==> src/rtl/flash_prog_pkg.sv <==
package flash_prog_pkg;
  typedef enum logic [2:0] {
    ST_IDLE,
    ST_WAIT,
    ST_WREN,
    ST_GAP,
    ST_CMD,
    ST_ADDR,
    ST_DATA
  } fpe_state_e;

  localparam logic [7:0] OP_WREN   = 8'h06;
  localparam logic [7:0] OP_PROG   = 8'h02;
  localparam logic [1:0] BUSY_NONE = 2'd0;
  localparam logic [1:0] BUSY_PROG = 2'd1;
endpackage

==> src/rtl/fpe_spi_shifter.sv <==
module fpe_spi_shifter (
  input  logic       clk_i,
  input  logic       rst_ni,
  input  logic       start_i,
  input  logic [7:0] byte_i,
  output logic       active_o,
  output logic       done_o,
  output logic       sclk_o,
  output logic       mosi_o
);
  logic       active_q, phase_q;
  logic [2:0] bit_q;
  logic [7:0] sh_q;

  always_ff @(posedge clk_i or negedge rst_ni) begin
    if (!rst_ni) begin
      active_q <= 1'b0;
      phase_q  <= 1'b0;
      bit_q    <= '0;
      sh_q     <= '0;
    end else if (start_i && !active_q) begin
      active_q <= 1'b1;
      phase_q  <= 1'b0;
      bit_q    <= '0;
      sh_q     <= byte_i;
    end else if (active_q) begin
      if (!phase_q) begin
        phase_q <= 1'b1;
      end else begin
        phase_q <= 1'b0;
        if (bit_q == 3'd7) begin
          active_q <= 1'b0;
        end else begin
          bit_q <= bit_q + 3'd1;
          sh_q  <= {sh_q[6:0], 1'b0};
        end
      end
    end
  end

  // low half drives the bit, high half lets the device sample it
  assign sclk_o   = active_q & phase_q;
  assign mosi_o   = sh_q[7];
  assign active_o = active_q;
  assign done_o   = active_q & phase_q & (bit_q == 3'd7);
endmodule

==> src/rtl/fpe_chunk_calc.sv <==
module fpe_chunk_calc #(
  parameter int unsigned LEN_W      = 16,
  parameter int unsigned PAGE_BYTES = 256,
  localparam int unsigned PW        = $clog2(PAGE_BYTES)
) (
  input  logic [PW-1:0]    addr_lo_i,
  input  logic [LEN_W-1:0] rem_i,
  output logic [PW:0]      chunk_o
);
  localparam int unsigned CW = (LEN_W > PW + 1) ? LEN_W : PW + 1;

  logic [CW-1:0] space, rem_ext;

  always_comb begin
    space   = CW'(PAGE_BYTES) - CW'(addr_lo_i);
    rem_ext = CW'(rem_i);
    chunk_o = (rem_ext < space) ? rem_ext[PW:0] : space[PW:0];
  end
endmodule

==> src/rtl/flash_prog_engine.sv <==
module flash_prog_engine
  import flash_prog_pkg::*;
#(
  parameter int unsigned ADDR_W     = 32,
  parameter int unsigned LEN_W      = 16,
  parameter int unsigned PAGE_BYTES = 256,
  parameter int unsigned CS_GAP     = 2
) (
  input  logic              clk_i,
  input  logic              rst_ni,
  input  logic              req_valid_i,
  output logic              req_ready_o,
  input  logic [ADDR_W-1:0] req_addr_i,
  input  logic [LEN_W-1:0]  req_len_i,
  input  logic              addr4_i,
  input  logic [7:0]        wdata_i,
  input  logic              wvalid_i,
  output logic              wready_o,
  output logic [1:0]        busy_code_o,
  input  logic              poll_done_i,
  output logic              done_o,
  output logic              spi_sclk_o,
  output logic              spi_cs_no,
  output logic              spi_mosi_o
);
  localparam int unsigned PW = $clog2(PAGE_BYTES);
  localparam int unsigned GW = (CS_GAP > 1) ? $clog2(CS_GAP) : 1;

  fpe_state_e        st_q;
  logic [ADDR_W-1:0] addr_q;
  logic [LEN_W-1:0]  rem_q;
  logic [PW:0]       left_q, chunk_len;
  logic [1:0]        idx_q, busy_q;
  logic [GW-1:0]     gap_q;
  logic              a4_q, launched_q, cs_q, done_q;

  logic              tx_start, tx_done, tx_active, byte_state;
  logic [7:0]        tx_byte;
  logic [31:0]       a32;
  logic [7:0]        addr_byte [4];

  assign a32 = 32'(addr_q);
  for (genvar g = 0; g < 4; g++) begin : g_abyte
    assign addr_byte[g] = a32[8*g +: 8];
  end

  fpe_chunk_calc #(.LEN_W(LEN_W), .PAGE_BYTES(PAGE_BYTES)) u_chunk (
    .addr_lo_i (addr_q[PW-1:0]),
    .rem_i     (rem_q),
    .chunk_o   (chunk_len)
  );

  always_comb begin
    unique case (st_q)
      ST_WREN: tx_byte = OP_WREN;
      ST_CMD:  tx_byte = OP_PROG;
      ST_ADDR: tx_byte = addr_byte[idx_q];
      ST_DATA: tx_byte = wdata_i;
      default: tx_byte = 8'h00;
    endcase
  end

  assign byte_state = (st_q == ST_WREN) || (st_q == ST_CMD) ||
                      (st_q == ST_ADDR) || (st_q == ST_DATA);
  assign tx_start   = byte_state && !launched_q && !tx_active &&
                      ((st_q != ST_DATA) || wvalid_i);
  assign wready_o   = (st_q == ST_DATA) && !launched_q && !tx_active;

  fpe_spi_shifter u_shift (
    .clk_i    (clk_i),
    .rst_ni   (rst_ni),
    .start_i  (tx_start),
    .byte_i   (tx_byte),
    .active_o (tx_active),
    .done_o   (tx_done),
    .sclk_o   (spi_sclk_o),
    .mosi_o   (spi_mosi_o)
  );

  always_ff @(posedge clk_i or negedge rst_ni) begin
    if (!rst_ni) begin
      st_q       <= ST_IDLE;
      addr_q     <= '0;
      rem_q      <= '0;
      left_q     <= '0;
      idx_q      <= '0;
      gap_q      <= '0;
      a4_q       <= 1'b0;
      launched_q <= 1'b0;
      cs_q       <= 1'b1;
      busy_q     <= BUSY_NONE;
      done_q     <= 1'b0;
    end else begin
      done_q <= 1'b0;
      if (tx_start) launched_q <= 1'b1;
      if (tx_done)  launched_q <= 1'b0;
      if (poll_done_i && (busy_q != BUSY_NONE)) busy_q <= BUSY_NONE;

      unique case (st_q)
        ST_IDLE: begin
          if (req_valid_i) begin
            if (req_len_i == '0) begin
              done_q <= 1'b1;
            end else begin
              addr_q <= req_addr_i;
              rem_q  <= req_len_i;
              a4_q   <= addr4_i;
              st_q   <= ST_WAIT;
            end
          end
        end
        ST_WAIT: begin
          if (busy_q == BUSY_NONE) begin
            left_q <= chunk_len;
            cs_q   <= 1'b0;
            st_q   <= ST_WREN;
          end
        end
        ST_WREN: begin
          if (tx_done) begin
            cs_q  <= 1'b1;
            gap_q <= '0;
            st_q  <= ST_GAP;
          end
        end
        ST_GAP: begin
          if (gap_q == GW'(CS_GAP - 1)) begin
            cs_q  <= 1'b0;
            idx_q <= a4_q ? 2'd3 : 2'd2;
            st_q  <= ST_CMD;
          end else begin
            gap_q <= gap_q + 1'b1;
          end
        end
        ST_CMD: begin
          if (tx_done) st_q <= ST_ADDR;
        end
        ST_ADDR: begin
          if (tx_done) begin
            if (idx_q == 2'd0) st_q <= ST_DATA;
            else               idx_q <= idx_q - 2'd1;
          end
        end
        ST_DATA: begin
          if (tx_done) begin
            addr_q <= addr_q + 1'b1;
            rem_q  <= rem_q - 1'b1;
            left_q <= left_q - 1'b1;
            if (left_q == (PW+1)'(1)) begin
              cs_q   <= 1'b1;
              busy_q <= BUSY_PROG;
              if (rem_q == LEN_W'(1)) begin
                done_q <= 1'b1;
                st_q   <= ST_IDLE;
              end else begin
                st_q   <= ST_WAIT;
              end
            end
          end
        end
        default: st_q <= ST_IDLE;
      endcase
    end
  end

  assign req_ready_o = (st_q == ST_IDLE);
  assign busy_code_o = busy_q;
  assign done_o      = done_q;
  assign spi_cs_no   = cs_q;
endmodule

==> config.mk <==
export PLATFORM = sky130hd
export DESIGN_NAME = flash_prog_engine
export DESIGN_NICKNAME = d
export VERILOG_FILES = /design/src/rtl/flash_prog_pkg.sv /design/src/rtl/fpe_spi_shifter.sv /design/src/rtl/fpe_chunk_calc.sv /design/src/rtl/flash_prog_engine.sv
export SDC_FILE = /design/constraint.sdc
export NUM_CORES = 1
export LEC_CHECK = 0
export CAP_MARGIN = 10
export CORE_MARGIN = 4
export CORE_UTILIZATION = 51
export CTS_CLUSTER_DIAMETER = 100
export DETAILED_ROUTE_END_ITERATION = 10
export PLACE_DENSITY = 0.87
export SETUP_SLACK_MARGIN = 0.3
export SYNTH_ARGS = -nofsm -noshare
export SYNTH_HDL_FRONTEND = slang
export SYNTH_SLANG_ARGS = --single-unit
==> constraint.sdc <==
create_clock -name clk_i -period 2.95 [get_ports clk_i]
set_input_delay 0.295 -clock clk_i [delete_from_list [all_inputs] [get_ports clk_i]]
set_output_delay 0.295 -clock clk_i [all_outputs]
set_load 0.005 [all_outputs]
### Yosys cells after proc, flatten, opt, wreduce, memory -nomap -nowiden

Index checks and enable logic that the tools add are counted.

| cells by class | value |
|---|---|
| magnitude comparators | 2 |
| $add $sub $neg | 7 |
| bitwise logic cells | 4 |
| equality and inequality tests | 22 |
| reductions and logical operators | 34 |
| muxes and demuxes | 69 |

Operator list:

| kind | number |
|---|---|
| 2-to-1 mux 32 bit | 3 |
| one-hot mux 32 bit (2 select lines) | 1 |
| 2-to-1 mux 16 bit | 3 |
| 2-to-1 mux 8 bit | 6 |
| 2-to-1 mux 3 bit | 14 |
| adder 32 x 1 -> 32 bit (second input constant) | 1 |
| one-hot mux 16 bit (2 select lines) | 1 |
| one-hot mux 8 bit (4 select lines) | 1 |
| 2-to-1 mux 9 bit | 3 |
| 2-to-1 mux 1 bit | 23 |
| one-hot mux 3 bit (7 select lines) | 1 |
| != test 2 bit (second input constant) | 9 |
| one-hot mux 9 bit (2 select lines) | 1 |
| binary-select mux 8 bit (select 2 bit) | 1 |
| equality test 16 x 1 -> 1 bit (second input constant) | 1 |
| logical NOT 16 bit | 1 |
| < comparator 16 bit | 1 |
| nonzero test 2 bit | 8 |
| subtractor 16 x 1 -> 16 bit (second input constant) | 1 |
| 2-to-1 mux 2 bit | 7 |
| equality test 3 bit (second input constant) | 4 |
| AND reduction 10 bit | 1 |
| subtractor 9 x 8 -> 10 bit (first input constant) | 1 |
| equality test 9 x 1 -> 1 bit (second input constant) | 1 |
| other kinds (25) | 44 |

| storage, ports and cells | value |
|---|---|
| flip-flop bits (word level) | 82 |
| output and inout bits | 8 |
| input port bits | 62 |

### Depth between registers and ports, before layout

Gate-level depths: netlist of the first run.

| logic depth | value |
|---|---|
| depth in word-level cells | 10 |
| mapped depth | 12 |
| depth with buffers taken out | 10 |

### By module

From an unflattened synthesis of the first run, not the netlist that was laid out.

| second synthesis, totals | value |
|---|---|
| cells, all modules | 693 |
| area, all modules | 5771.8 um2 |

By module, submodules not included:

| module | instances | cells each | sequential area each (um2) | area each (um2) |
|---|---|---|---|---|
| flash_prog_engine | 1 | 570 | 1727.9 | 4709.5 |
| fpe_spi_shifter | 1 | 66 | 325.3 | 616.8 |
| fpe_chunk_calc | 1 | 57 | 0.0 | 445.4 |

### Least setup slack after synthesis of the first run

Ideal clock, no wire load.

| path | value |
|---|---|
| path kind | register -> register |
| start | reg addr_q[5] (netlist: a32[5]) |
| end | reg left_q[7] |
| setup slack | 0.037 ns |
| buffers on the path | 2 |
| data required time | 2.873 ns |
| period minus slack after synthesis | 2.913 ns |
| cell stages (with the launch flop) | 12 |
| data arrival time | 2.836 ns |
| cells stage by stage | dfrtp_1 clkbuf_1 nor4_1 nand2_1 xnor2_1 ha_1 a211oi_1 nor2_1 a2111oi_4 buf_6 mux2_1 a21oi_1 |

| on the way | value |
|---|---|
| cells in the longest elaborated chain, start to end | 5 |

Ends and longest elaborated chain:

| item | line | RTL |
|---|---|---|
| start: declaration | flash_prog_engine.sv:30 | `logic [ADDR_W-1:0] addr_q;` |
| start signal: assignment | flash_prog_engine.sv:105 | `addr_q <= req_addr_i;` |
| start signal: assignment | flash_prog_engine.sv:146 | `addr_q <= addr_q + 1'b1;` |
| subtractor 9 x 8 -> 10 bit (*) | fpe_chunk_calc.sv:15 | `space = CW'(PAGE_BYTES) - CW'(addr_lo_i);` |
| < comparator 16 bit | fpe_chunk_calc.sv:17 | `chunk_o = (rem_ext < space) ? rem_ext[PW:0] : space[PW:0];` |
| 2-to-1 mux 9 bit (*) | fpe_chunk_calc.sv:17 |  |
| 2-to-1 mux 9 bit (*) | flash_prog_engine.sv:113 | `if (busy_q == BUSY_NONE) begin` |
| one-hot mux 9 bit (2 select lines) (*) | flash_prog_engine.sv:99 | `unique case (st_q)` |
| end signal: assignment | flash_prog_engine.sv:114 | `left_q <= chunk_len;` |
| end signal: assignment | flash_prog_engine.sv:148 | `left_q <= left_q - 1'b1;` |
| end: declaration | flash_prog_engine.sv:32 | `logic [PW:0] left_q, chunk_len;` |

Every way passes the cells marked *; elsewhere a longest branch is shown, timed or not. The select of a mux whose other input is x is not followed.
A chain may end at the register's enable or synchronous reset.

### Worst setup path after layout of the first run

| path | value |
|---|---|
| start | reg addr_q[1] (netlist: a32[1]) |
| end | reg left_q[7] |

The elaborated chain is that of the path after synthesis.

==> summary.md, run 1 <==
| Metric | Value |
|---|---|
| CP Max Fanout | 8 |
| Die outline area | 0.01291 mm² |
| Type of destination of the critical path | flop |
| Relative slew slack | 27.83% |
| Final net count | 801 |
| Yosys warning total | 0 |
| Final instance count without filler cells | 867 |
| Area of the core | 0.01089 mm² |
| Post-synthesis instance area | 0.005690 mm² |
| Largest vdd supply drop | 449.6 µV |
| Largest family of logic cells by synthesized area | compound AO/OA/AOI/OAI gates |
| Horiz. Die Dim | 113.6 µm |
| Post-Layout Inst Area | 0.007136 mm² |
| Count of placed standard cells including taps | 833 |
| Height of the die | 113.6 µm |
| Setup repair after global routing missed its margin | yes |
| Starting Density | 52.26% |
| Run status | finished clean |
| CTS tree | done |
| Cell area after placement | 0.006525 mm² |
| Total detailed-routing wirelength | 17.89 mm |
| Static Leak | 2.814 nW |
| Post-route minimum period | 2790 ps |
| Clock input transition at the sequential cells of the worst setup and hold paths | 100 ps |
| Gr ovfl total | 0 |
| Complex-gate fraction of the synthesized area | 24.85% |
| Routed wirelength normalized by instance count | 20.64 µm |
| Post-synth EDFFs | 0 |
| Worst skew pair latency | 370 ps |
| Quantity of I/O buffers inserted on ports | 69 |
| Diodes inserted | 0 |
| Share of cell area taken by muxes after synthesis | 7.564% |
| Class of the tightest hold or removal check | input pin to asynchronous set/reset pin |
| Arrival time of the worst setup path | 3080 ps |
| Number of iterations in the first detailed-routing pass | 8 |
| CTS sink count | 82 |
| Post-route DRC | 0 |
| Number of rows created at floorplan | 38 |
| Number of hold-slack violations in the final timing report | 0 |
| P per Cell Area | 1017 mW/mm² |
| Signed area change from the synthesized netlist to the final layout | 25.40% |
| Post-synthesis adder-cell area fraction | 3.738% |
| Number of nets in the synthesized netlist | 735 |
| Root buffer cell | sky130_fd_sc_hd__clkbuf_8 |
| Global-route wire length before repair | 27.47 mm |
| Mean number of vias per cell | 6.735 |
| Instance count of the mapped netlist | 656 |
| Final-report setup violation count | 0 |
| Overall routing resource usage | 25.99% |
| Fraction of layout cells with a size suffix above 1 | 17.06% |
| Slew Limit Fails | 0 |
| Setup TNS | 0 ps |
| Detailed-route via count | 5839 |
| Actual slew at the worst max-slew pin | 1082 ps |
| Flip-flop and latch count after synthesis | 82 |
| Iteration-0 DRC Markers | 565 |
| Most used DFF post-synth | sky130_fd_sc_hd__dfrtp_1 |
| Category of the worst setup path launch point | flop |
| I/O pins | 70 |
| Dpl hpwl | 11.81 mm |
| H-Tree Depth | 3 |
| Initial antenna violation count | 0 |
| Number of global-route vias before repair | 5585 |
| Setup Skew | 17.12 ps |
| Max Buffers Root-to-Sink | 2 |
| Number of nets with antenna violations after routing | 0 |
| Pin count of the biggest net entering global routing | 83 |
| Total CTS buffers | 9 |
| Critical path class | flop to flop |
| Required time at the endpoint of the critical path | 3230 ps |
| Avg Cell Area, Syn | 8.674 µm² |
| Core Util, Final | 65.54% |
| Peak Freq | 0.3584 GHz |
| Final clock period utilization by the worst path | 94.59% |
| Max-cap viol count | 0 |
| Proportion of register bits with asynchronous set or reset after synthesis | 100.0% |
| Number of hold-repair buffers added at the cts stage | 0 |
| Distinct cell type count of the synthesized netlist | 75 |
| Synthesized-area fraction occupied by xor and xnor cells | 1.231% |
| Share of the yosys chip area belonging to registers | 36.08% |
| Routability congestion estimate | 0.9346 |
| Worst slack on hold paths | 92.17 ps |
| Simple-gate area share of the yosys netlist | 21.13% |
-- sequential cells by signal (all words and copies together) (netlist names), 2 cells and up --
signal,count
u_shift.bit_q,3
idx_q,2
rem_q,16
st_q,3
a32,32
left_q,9
u_shift.sh_q,8
busy_code_o,2
-- area by class of cell --
type	instances	area (µm²)
Fill cell	837	3752
Multi-Input combinational cell	501	3603
Sequential cell	82	2057
Timing Repair Buffer	104	985.9
Tap cell	140	175.2
Clock buffer	9	123.9
Clock inverter	7	100.1
Inverter	24	90.09
-- cells by family (layout without fill, tap and decap cells) --
| family | Yosys count | count (layout) |
|---|---|---|
| compound gates | 214 | 214 |
| xor+xnor | 8 | 8 |
| simple gates | 231 | 231 |
| fa+ha+maj | 17 | 17 |
| flops | 82 | 82 |
| mux | 31 | 31 |
| buf+inv | 73 | 144 |
-- report_power, final --
part / switching (W) / internal, W
registers: 0.000801 / 0.00164
clock network: 0.000467 / 0.000485
logic: 0.00204 / 0.00182
total: 0.00331 / 0.00395
-- layout by cell type (no fill, tap or decap), types with 7 or more instances in the layout --
cell type and n:
sky130_fd_sc_hd__clkbuf_8 9, sky130_fd_sc_hd__a2bb2oi_1 9, sky130_fd_sc_hd__o22ai_1 19, sky130_fd_sc_hd__dfrtp_1 78
sky130_fd_sc_hd__nor3_1 17, sky130_fd_sc_hd__o21ai_0 53, sky130_fd_sc_hd__o21ai_1 7, sky130_fd_sc_hd__nand3_1 21
sky130_fd_sc_hd__ha_1 12, sky130_fd_sc_hd__and4_1 7, sky130_fd_sc_hd__nand4_1 13, sky130_fd_sc_hd__a22oi_1 17
sky130_fd_sc_hd__mux2i_1 11, sky130_fd_sc_hd__nor4_1 9, sky130_fd_sc_hd__mux2_2 7, sky130_fd_sc_hd__a21oi_1 42
sky130_fd_sc_hd__nor3b_1 7, sky130_fd_sc_hd__o211ai_1 7, sky130_fd_sc_hd__nor2_1 51, sky130_fd_sc_hd__inv_1 22
sky130_fd_sc_hd__clkdlybuf4s50_1 68, sky130_fd_sc_hd__buf_4 29, sky130_fd_sc_hd__nand2_1 57
-- metal layers --
| metal | vias up | track usage, % | share of wire (%) |
|---|---|---|---|
| met2 | 342 | 43.03 | 49 |
| met1 | 2826 | 33.74 | 39 |
| met4 | 0 | 10.98 | 3.6 |
| li1 | 2596 | - | - |
| met3 | 75 | 4.403 | 8.1 |
| met5 | - | 0 | 0 |
-- worst max-delay path, stage by stage (launching register included) --
cell and delay [ps]:
sky130_fd_sc_hd__dfrtp_2 470, sky130_fd_sc_hd__nor3_4 230, sky130_fd_sc_hd__buf_6 140, sky130_fd_sc_hd__xor2_4 210
sky130_fd_sc_hd__ha_4 250, sky130_fd_sc_hd__a211oi_2 300, sky130_fd_sc_hd__o21ai_2 110, sky130_fd_sc_hd__a2111oi_4 310
sky130_fd_sc_hd__buf_6 210, sky130_fd_sc_hd__mux2_4 320, sky130_fd_sc_hd__a21oi_2 130
-- cell usage after synthesis, types with 4 or more instances --
library cell                count  area share, %
sky130_fd_sc_hd__nand3_1       23            2.0
sky130_fd_sc_hd__a211oi_1       4           0.53
sky130_fd_sc_hd__nor2_1        55            3.6
sky130_fd_sc_hd__a22oi_1       17            2.2
sky130_fd_sc_hd__o21ai_0       54            4.7
sky130_fd_sc_hd__buf_2         15            1.3
sky130_fd_sc_hd__nor3b_1        9            1.2
sky130_fd_sc_hd__nor3_1        19            1.7
sky130_fd_sc_hd__ha_1          17            3.7
sky130_fd_sc_hd__mux2i_1       13            2.3
sky130_fd_sc_hd__nor4_1        10            1.1
sky130_fd_sc_hd__a2bb2oi_1      9            1.4
sky130_fd_sc_hd__o211ai_1       7           0.92
sky130_fd_sc_hd__clkbuf_1      31            2.0
sky130_fd_sc_hd__o31ai_1        4           0.53
sky130_fd_sc_hd__nor2b_1        5           0.55
sky130_fd_sc_hd__xor2_1         5           0.77
sky130_fd_sc_hd__o22ai_1       19            2.1
sky130_fd_sc_hd__a21oi_1       45            4.0
sky130_fd_sc_hd__o22a_1         6           0.92
sky130_fd_sc_hd__a31oi_1        6           0.66
sky130_fd_sc_hd__o21ai_1        8           0.70
sky130_fd_sc_hd__mux4_2         6            2.4
sky130_fd_sc_hd__and3_1         5           0.55
sky130_fd_sc_hd__nand2_1       58            3.8
sky130_fd_sc_hd__nand2b_1       5           0.55
sky130_fd_sc_hd__nand4_1       13            1.4
sky130_fd_sc_hd__dfrtp_1       81             36
sky130_fd_sc_hd__inv_1         24            1.6
sky130_fd_sc_hd__mux2_2         9            1.8
sky130_fd_sc_hd__and4_1         7            1.1
-- metrics by stage --
step	setup WS, ps	power [W]
2_1_floorplan	315.0	0.004530
3_3_place_gp	278.2	0.005312
3_5_place_dp	79.46	0.005508
4_1_cts	290.6	0.006657
5_1_grt	96.97	0.007682
6_report	159.7	0.007254
-- what timing repair did --
| item | 4_1_cts | 5_1_grt |
|---|---|---|
| pin swaps | 8 | 25 |
| endpoints found under the setup margin | 8 | 10 |
| setup buffers | 9 | 9 |
| cloned | 0 | 0 |
| gates resized for setup | 17 | 32 |
-- final timing paths --
kind	from	endpoint	slack (ps)	cells after the start
setup reg to reg	a32[1]	left_q[7]	160	10
max in group asynchronous	rst_ni	st_q[0]	2070	1
min in group clk_i	poll_done_i	busy_code_o[1]	500	2
hold / removal	rst_ni	rem_q[14]	90	1
setup / recovery	a32[1]	left_q[7]	160	10
hold reg to reg	launched_q	launched_q	530	2
(Power assumes the default switching activity.)
==> run 2, diff against run 1 <==
Settings changed: PLACE_DENSITY 0.87 to default, PLACE_DENSITY_LB_ADDON from default to 0.08.
Clock period 2.95 ns to 2.5 ns, I/O delays scaled along.
==> run 2 against run 1 <==
Compared with the run above:
- the run now ends with negative setup slack left
- count of clock-buffer cells in the layout stayed put
- register-to-register slack got worse by 290 ps
- combinational power up 22%
- worst hold slack better by 330 ps
- critical path depth fell by 1
- first-iteration DRC count rose by 6.5%
- final cell count grew 5.1%
- highest routed layer unchanged
==> summary.md, run 2 (synthesis gave the netlist of run 1 again) <==
| Metric | Value |
|---|---|
| Type of destination of the critical path | flop |
| Most common library cell in the layout ignoring fill and taps | sky130_fd_sc_hd__dfrtp_1 |
| Number of rows created at floorplan | 38 |
| Relative contribution of sequential cells to total power | 32.4% |
| CP Max Fanout | 4 |
| Routability congestion estimate | 0.9179 |
| Category of the worst setup path launch point | flop |
| Slew Limit Fails | 0 |
| Initial antenna violation count | 0 |
| Pin count of the biggest net entering global routing | 44 |
| I/O pins | 70 |
| Relative slew slack | 59.61% |
| Fraction of layout cells with a size suffix above 1 | 21.66% |
| Total area of sequential cells | 0.002057 mm² |
| Post-Layout Inst Area | 0.007492 mm² |
| Signed area change from the synthesized netlist to the final layout | 31.66% |
| Gate family responsible for the most delay along the worst path | compound AO/OA/AOI/OAI gates |
| Number of buffers and inverters on the critical path | 1 |
| Total design power | 0.008468 W |
| Required time at the endpoint of the critical path | 2810 ps |
| CTS sink count | 82 |
| Cell area after placement | 0.006913 mm² |
| Core Util, Final | 68.81% |
| Psw | 0.003762 W |
| Class of the tightest hold or removal check | input pin to asynchronous set/reset pin |
| Number of nets with antenna violations after routing | 0 |
| Max reg flops | 32 |
| Max Buffers Root-to-Sink | 2 |
| Overall routing resource usage | 27.38% |
| Worst path max stage delay | 450 ps |
| Highest-count cells in the layout ignoring fill and taps | 78 x sky130_fd_sc_hd__dfrtp_1, 68 x sky130_fd_sc_hd__clkdlybuf4s50_1, 67 x sky130_fd_sc_hd__buf_4 |
| Root buffer cell | sky130_fd_sc_hd__clkbuf_8 |
| Worst slack on hold paths | 419.1 ps |
| Clock input transition at the sequential cells of the worst setup and hold paths | 100 ps |
| Internal cell power | 0.004706 W |
| Failing checks | negative setup slack |
| Post-route minimum period | 2629 ps |
| Number of hold-slack violations in the final timing report | 0 |
| Run status | finished with violations |
| Final net count | 845 |
| Area of the multi-input gates | 0.003557 mm² |
| Setup TNS | -936.8 ps |
| Detailed-route via count | 5848 |
| Net Sw Frac | 44.43% |
| H-Tree Depth | 3 |
| Post-route DRC | 0 |
| Setup Skew | 13.75 ps |
| Critical path class | flop to flop |
| Clk network pwr share | 12.1% |
| Static Leak | 3.053 nW |
| Peak Freq | 0.3803 GHz |
| Total detailed-routing wirelength | 17.72 mm |
| CTS tree | done |
| Mean number of vias per cell | 6.419 |
| Worst skew pair latency | 380 ps |
| Total CTS buffers | 9 |
| Iteration-0 DRC Markers | 602 |
| Critical Path, Cell by Cell | nor3_4, xor2_2, ha_1, a211oi_2, o21ai_1, a2111oi_4, buf_4, mux2i_1, o221a_1 |
| Final-report setup violation count | 9 |
| Fraction of power consumed by combinational cells | 55.5% |
| Diodes inserted | 0 |
| Arrival time of the worst setup path | 2940 ps |
| Area of the core | 0.01089 mm² |
| Worst Slack Setup Final | -129.5 ps |
| Number of global-route vias before repair | 5625 |
| Global-route wire length before repair | 28.45 mm |
| Worst-path cell with the longest stage delay | sky130_fd_sc_hd__dfrtp_2 |
| Setup repair after global routing missed its margin | yes |
| Starting Density | 52.26% |
| P per Cell Area | 1130 mW/mm² |
| # fillers | 891 |
| Die outline area | 0.01291 mm² |
| Height of the die | 113.6 µm |
| Horiz. Die Dim | 113.6 µm |
| Actual slew at the worst max-slew pin | 605.9 ps |
| Max-cap viol count | 0 |
| Gr ovfl total | 0 |
| Number of iterations in the first detailed-routing pass | 5 |
| Routed wirelength normalized by instance count | 19.45 µm |
| Final clock period utilization by the worst path | 105.2% |
| Largest vdd supply drop | 586.0 µV |
| Dpl hpwl | 12.60 mm |
| Quantity of I/O buffers inserted on ports | 69 |
run 2: changes by cell type in the layout (fill, tap and decap cells not counted), moves of 2 or more:
| cell | before | now |
|---|---|---|
| sky130_fd_sc_hd__nor4_1 | 9 | 6 |
| sky130_fd_sc_hd__o21ai_2 | 2 | 0 |
| sky130_fd_sc_hd__nor4_2 | 1 | 4 |
| sky130_fd_sc_hd__ha_2 | 0 | 2 |
| sky130_fd_sc_hd__buf_4 | 29 | 67 |
| sky130_fd_sc_hd__buf_12 | 1 | 5 |
| sky130_fd_sc_hd__clkinvlp_4 | 0 | 3 |
| sky130_fd_sc_hd__ha_4 | 5 | 1 |
| sky130_fd_sc_hd__ha_1 | 12 | 14 |
| sky130_fd_sc_hd__xor2_1 | 2 | 4 |
run 2: final timing paths:
kind                             start        end  slack (ps)  cells after the start
setup / recovery                a32[1]  left_q[2]        -130                      9
setup reg to reg                a32[1]  left_q[2]        -130                      9
min in group clk_i         req_valid_i     done_o         470                      3
hold / removal                  rst_ni  left_q[3]         420                      2
hold reg to reg              rem_q[11]  rem_q[11]         520                      2
max in group asynchronous       rst_ni    a32[20]        1440                      3
run 2: per-layer routing:
metal	GRT usage, %	up-vias	wire, µm	part of all wire [%]
li1	-	2695	-	-
met1	37.33	2871	7635	43
met2	44.56	251	8512	48
met3	4.775	31	1281	7.2
met4	8.654	0	290	1.6
met5	0	-	0	0
run 2: area by class of cell:
class / count / share of cell area, %
timing repair buffer: 148 / 18.79
tap: 140 / 2.338
multi-input combinational: 501 / 47.48
clock inverter: 7 / 1.052
sequential: 82 / 27.45
clock buffer: 9 / 1.653
inverter: 24 / 1.236
run 2: stage by stage:
stage | setup WS, ps | instances
after floorplan | -30.71 | 656
after global placement | -132.3 | 875
after detailed placement | -224.8 | 875
after CTS | -118.4 | 902
after global routing | -279.0 | 911
final | -129.5 | 911
run 2: worst register-to-register path, delay by kind of cell, from the launching register on:
kind | cells | cell delay (ps)
and+or+nand+nor | 1 | 230
buffers and inverters | 1 | 210
AOI/OAI and AO/OA | 4 | 960
DFF | 1 | 450
xor gates and xnor gates | 1 | 190
adders and majority gates | 1 | 280
muxes | 1 | 220
run 2: power by group through the flow:
stage / Clock, W / Combinational (W) / Sequential, W
5_1_grt: 0.00109 / 0.00513 / 0.00284
6_report: 0.00103 / 0.00470 / 0.00274
3_5_place_dp: 0 / 0.00430 / 0.00272
4_1_cts: 0.00105 / 0.00452 / 0.00270
2_1_floorplan: 0 / 0.00300 / 0.00243
3_3_place_gp: 0 / 0.00417 / 0.00268
run 2: what timing repair did:
item	4_1_cts	5_1_grt
setup endpoints to repair	25	29
cloned	2	1
buffers inserted	8	8
gates resized for setup	19	25
hold endpoints to repair	41	0
pin swaps	8	6
hold buffers	1	0
==> run 3, diff against run 2 <==
Settings changed: RECOVER_POWER from default to 25, SETUP_SLACK_MARGIN 0.3 to 0.2.
==> run 3 against run 2 <==
Compared with the run above:
- the run still ends with negative setup slack left
- critical path depth did not move
- clock skew barely moved
- critical path type unchanged
- via count fell by 2.4%
- worst hold slack improved by 43 ps
- combinational power fell by 3%
- core utilization fell by 1.7 points
- total power fell by 1.9%
- largest power group unchanged
- sequential share of layout area rose by 0.68 points
- setup slack improved by 8.6 ps
- cell area fell by 2.5%
- sequential cell count did not move
==> summary.md, run 3 (synthesis gave the netlist of run 1 again) <==
| Metric | Value |
|---|---|
| Run status | finished with violations |
| Failing checks | negative setup slack |
| Setup TNS | -894.0 ps |
| Mean number of vias per cell | 6.325 |
| Post-route DRC | 0 |
| Worst Slack Setup Final | -120.9 ps |
| Max-cap viol count | 0 |
| Final clock period utilization by the worst path | 104.8% |
| Max Buffers Root-to-Sink | 2 |
| Slew Limit Fails | 0 |
| Category of the worst setup path launch point | flop |
| Number of global-route vias before repair | 5580 |
| Worst skew pair latency | 380 ps |
| Total CTS buffers | 9 |
| Number of nets with antenna violations after routing | 0 |
| Arrival time of the worst setup path | 2930 ps |
| Source of the worst register-to-register timing path | a32[0] |
| Detailed-route via count | 5705 |
| Worst setup slack before clock tree synthesis | -224.8 ps |
| Post-route minimum period | 2621 ps |
| Worst hold stages | 3 |
| Final instance count without filler cells | 902 |
| Launching element of the worst setup path | a32[0] |
| I/O pins | 70 |
| Setup Skew | 13.27 ps |
| Area of the core | 0.01089 mm² |
| Iteration-0 DRC Markers | 513 |
| Gr ovfl total | 0 |
| CTS tree | done |
| Max reg flops | 32 |
| Core Util, Final | 67.11% |
| Fraction of layout cells with a size suffix above 1 | 19.29% |
| Class of the tightest hold or removal check | input pin to flop |
| Signed area change from the synthesized netlist to the final layout | 28.41% |
| Highest-count cells in the layout ignoring fill and taps | 79 x sky130_fd_sc_hd__dfrtp_1, 68 x sky130_fd_sc_hd__clkdlybuf4s50_1, 61 x sky130_fd_sc_hd__buf_4 |
| Register-to-register setup slack | -120 ps |
| Reg2Reg Capture Point | left_q[2] |
| Dpl hpwl | 12.60 mm |
| Total area of sequential cells | 0.002056 mm² |
| CTS sink count | 82 |
| Actual slew at the worst max-slew pin | 1198 ps |
| Diodes inserted | 0 |
| Routed wirelength normalized by instance count | 19.01 µm |
| Die outline area | 0.01291 mm² |
| Final net count | 836 |
| Area of the multi-input gates | 0.003498 mm² |
| Height of the die | 113.6 µm |
| Largest vdd supply drop | 576.3 µV |
| Number of hold-slack violations in the final timing report | 0 |
| H-Tree Depth | 3 |
| Number of iterations in the first detailed-routing pass | 6 |
| Total detailed-routing wirelength | 17.14 mm |
| Critical path class | flop to flop |
| P per Cell Area | 1137 mW/mm² |
| Initial antenna violation count | 0 |
| Quantity of I/O buffers inserted on ports | 69 |
| Cell count of the worst reg-to-reg path | 9 |
| Peak Freq | 0.3816 GHz |
| Starting Density | 52.26% |
| Pin count of the biggest net entering global routing | 46 |
| Number of rows created at floorplan | 38 |
| Type of destination of the critical path | flop |
| Static Leak | 2.957 nW |
| Clock input transition at the sequential cells of the worst setup and hold paths | 90 ps |
| CP Max Fanout | 4 |
| Required time at the endpoint of the critical path | 2810 ps |
| Global-route wire length before repair | 28.10 mm |
| Relative slew slack | 20.15% |
| Overall routing resource usage | 26.98% |
| Routability congestion estimate | 0.9179 |
| Most common library cell in the layout ignoring fill and taps | sky130_fd_sc_hd__dfrtp_1 |
| Horiz. Die Dim | 113.6 µm |
| Count of placed standard cells including taps | 875 |
| Crit path capture | left_q[2] |
| Worst slack on hold paths | 461.7 ps |
| Setup repair after global routing missed its margin | yes |
| Final-report setup violation count | 9 |
| # fillers | 911 |
| Root buffer cell | sky130_fd_sc_hd__clkbuf_8 |
## run 3: cell types whose count changed in the layout (fill, tap and decap cells not counted), moves of 2 or more
cell / previous run / this run
sky130_fd_sc_hd__nor4_1: 6 / 9
sky130_fd_sc_hd__nor4_2: 4 / 1
sky130_fd_sc_hd__buf_6: 5 / 3
sky130_fd_sc_hd__buf_4: 67 / 61
## run 3: worst max-delay path, stage by stage (launching register included)
cell and delay, ps:
sky130_fd_sc_hd__dfrtp_2 470, sky130_fd_sc_hd__nor3_4 220, sky130_fd_sc_hd__xor2_2 190, sky130_fd_sc_hd__ha_1 280, sky130_fd_sc_hd__a211oi_2 210, sky130_fd_sc_hd__o21ai_1 130
sky130_fd_sc_hd__a2111oi_4 430, sky130_fd_sc_hd__buf_4 210, sky130_fd_sc_hd__mux2i_1 220, sky130_fd_sc_hd__o221a_1 190
## run 3: layout make-up
class	count	share of cell area, %
well taps	140	2.397
clock inverters	7	1.079
clock buffers	9	1.695
repair buffers	139	17.55
flip-flops and latches	82	28.13
inverters	24	1.267
multi-input cells	501	47.88
## run 3: report_power, final
group / internal (W) / switching (W) / total (W)
clock network: 0.000468 / 0.000558 / 0.00103
logic: 0.00221 / 0.00234 / 0.00456
registers: 0.00193 / 0.000793 / 0.00273
## run 3: metrics by stage
step / power [W] / instance area (µm²)
global route: 0.008916 / 7307
floorplan: 0.005435 / 5778
finish: 0.008311 / 7307
global placement: 0.006860 / 6913
CTS: 0.008199 / 7242
detailed placement: 0.007019 / 6913
## run 3: metal layers
layer | vias up | wire (µm) | track usage, %
li1 | 2668 | - | -
met1 | 2771 | 7492 | 36.99
met2 | 242 | 8204 | 43.82
met3 | 24 | 1193 | 4.509
met4 | 0 | 253 | 8.574
met5 | - | 0 | 0
## run 3: repair_timing
action | in CTS | in global routing
gates cloned | 1 | 0
setup buffers | 7 | 2
hold endpoints to repair | 41 | 0
setup endpoints to repair | 10 | 20
hold buffers | 1 | 0
gates resized for setup | 13 | 13
pin swaps | 7 | 5
## run 3: worst min path at each step
stage | start | slack [ps] | endpoint
global placement | rst_ni | 290 | left_q[3]
detailed placement | rst_ni | 290 | left_q[3]
floorplan | rst_ni | -50 | a32[0]
CTS | rst_ni | 430 | a32[5]
finish | req_valid_i | 460 | done_o
global route | poll_done_i | 470 | busy_code_o[1]
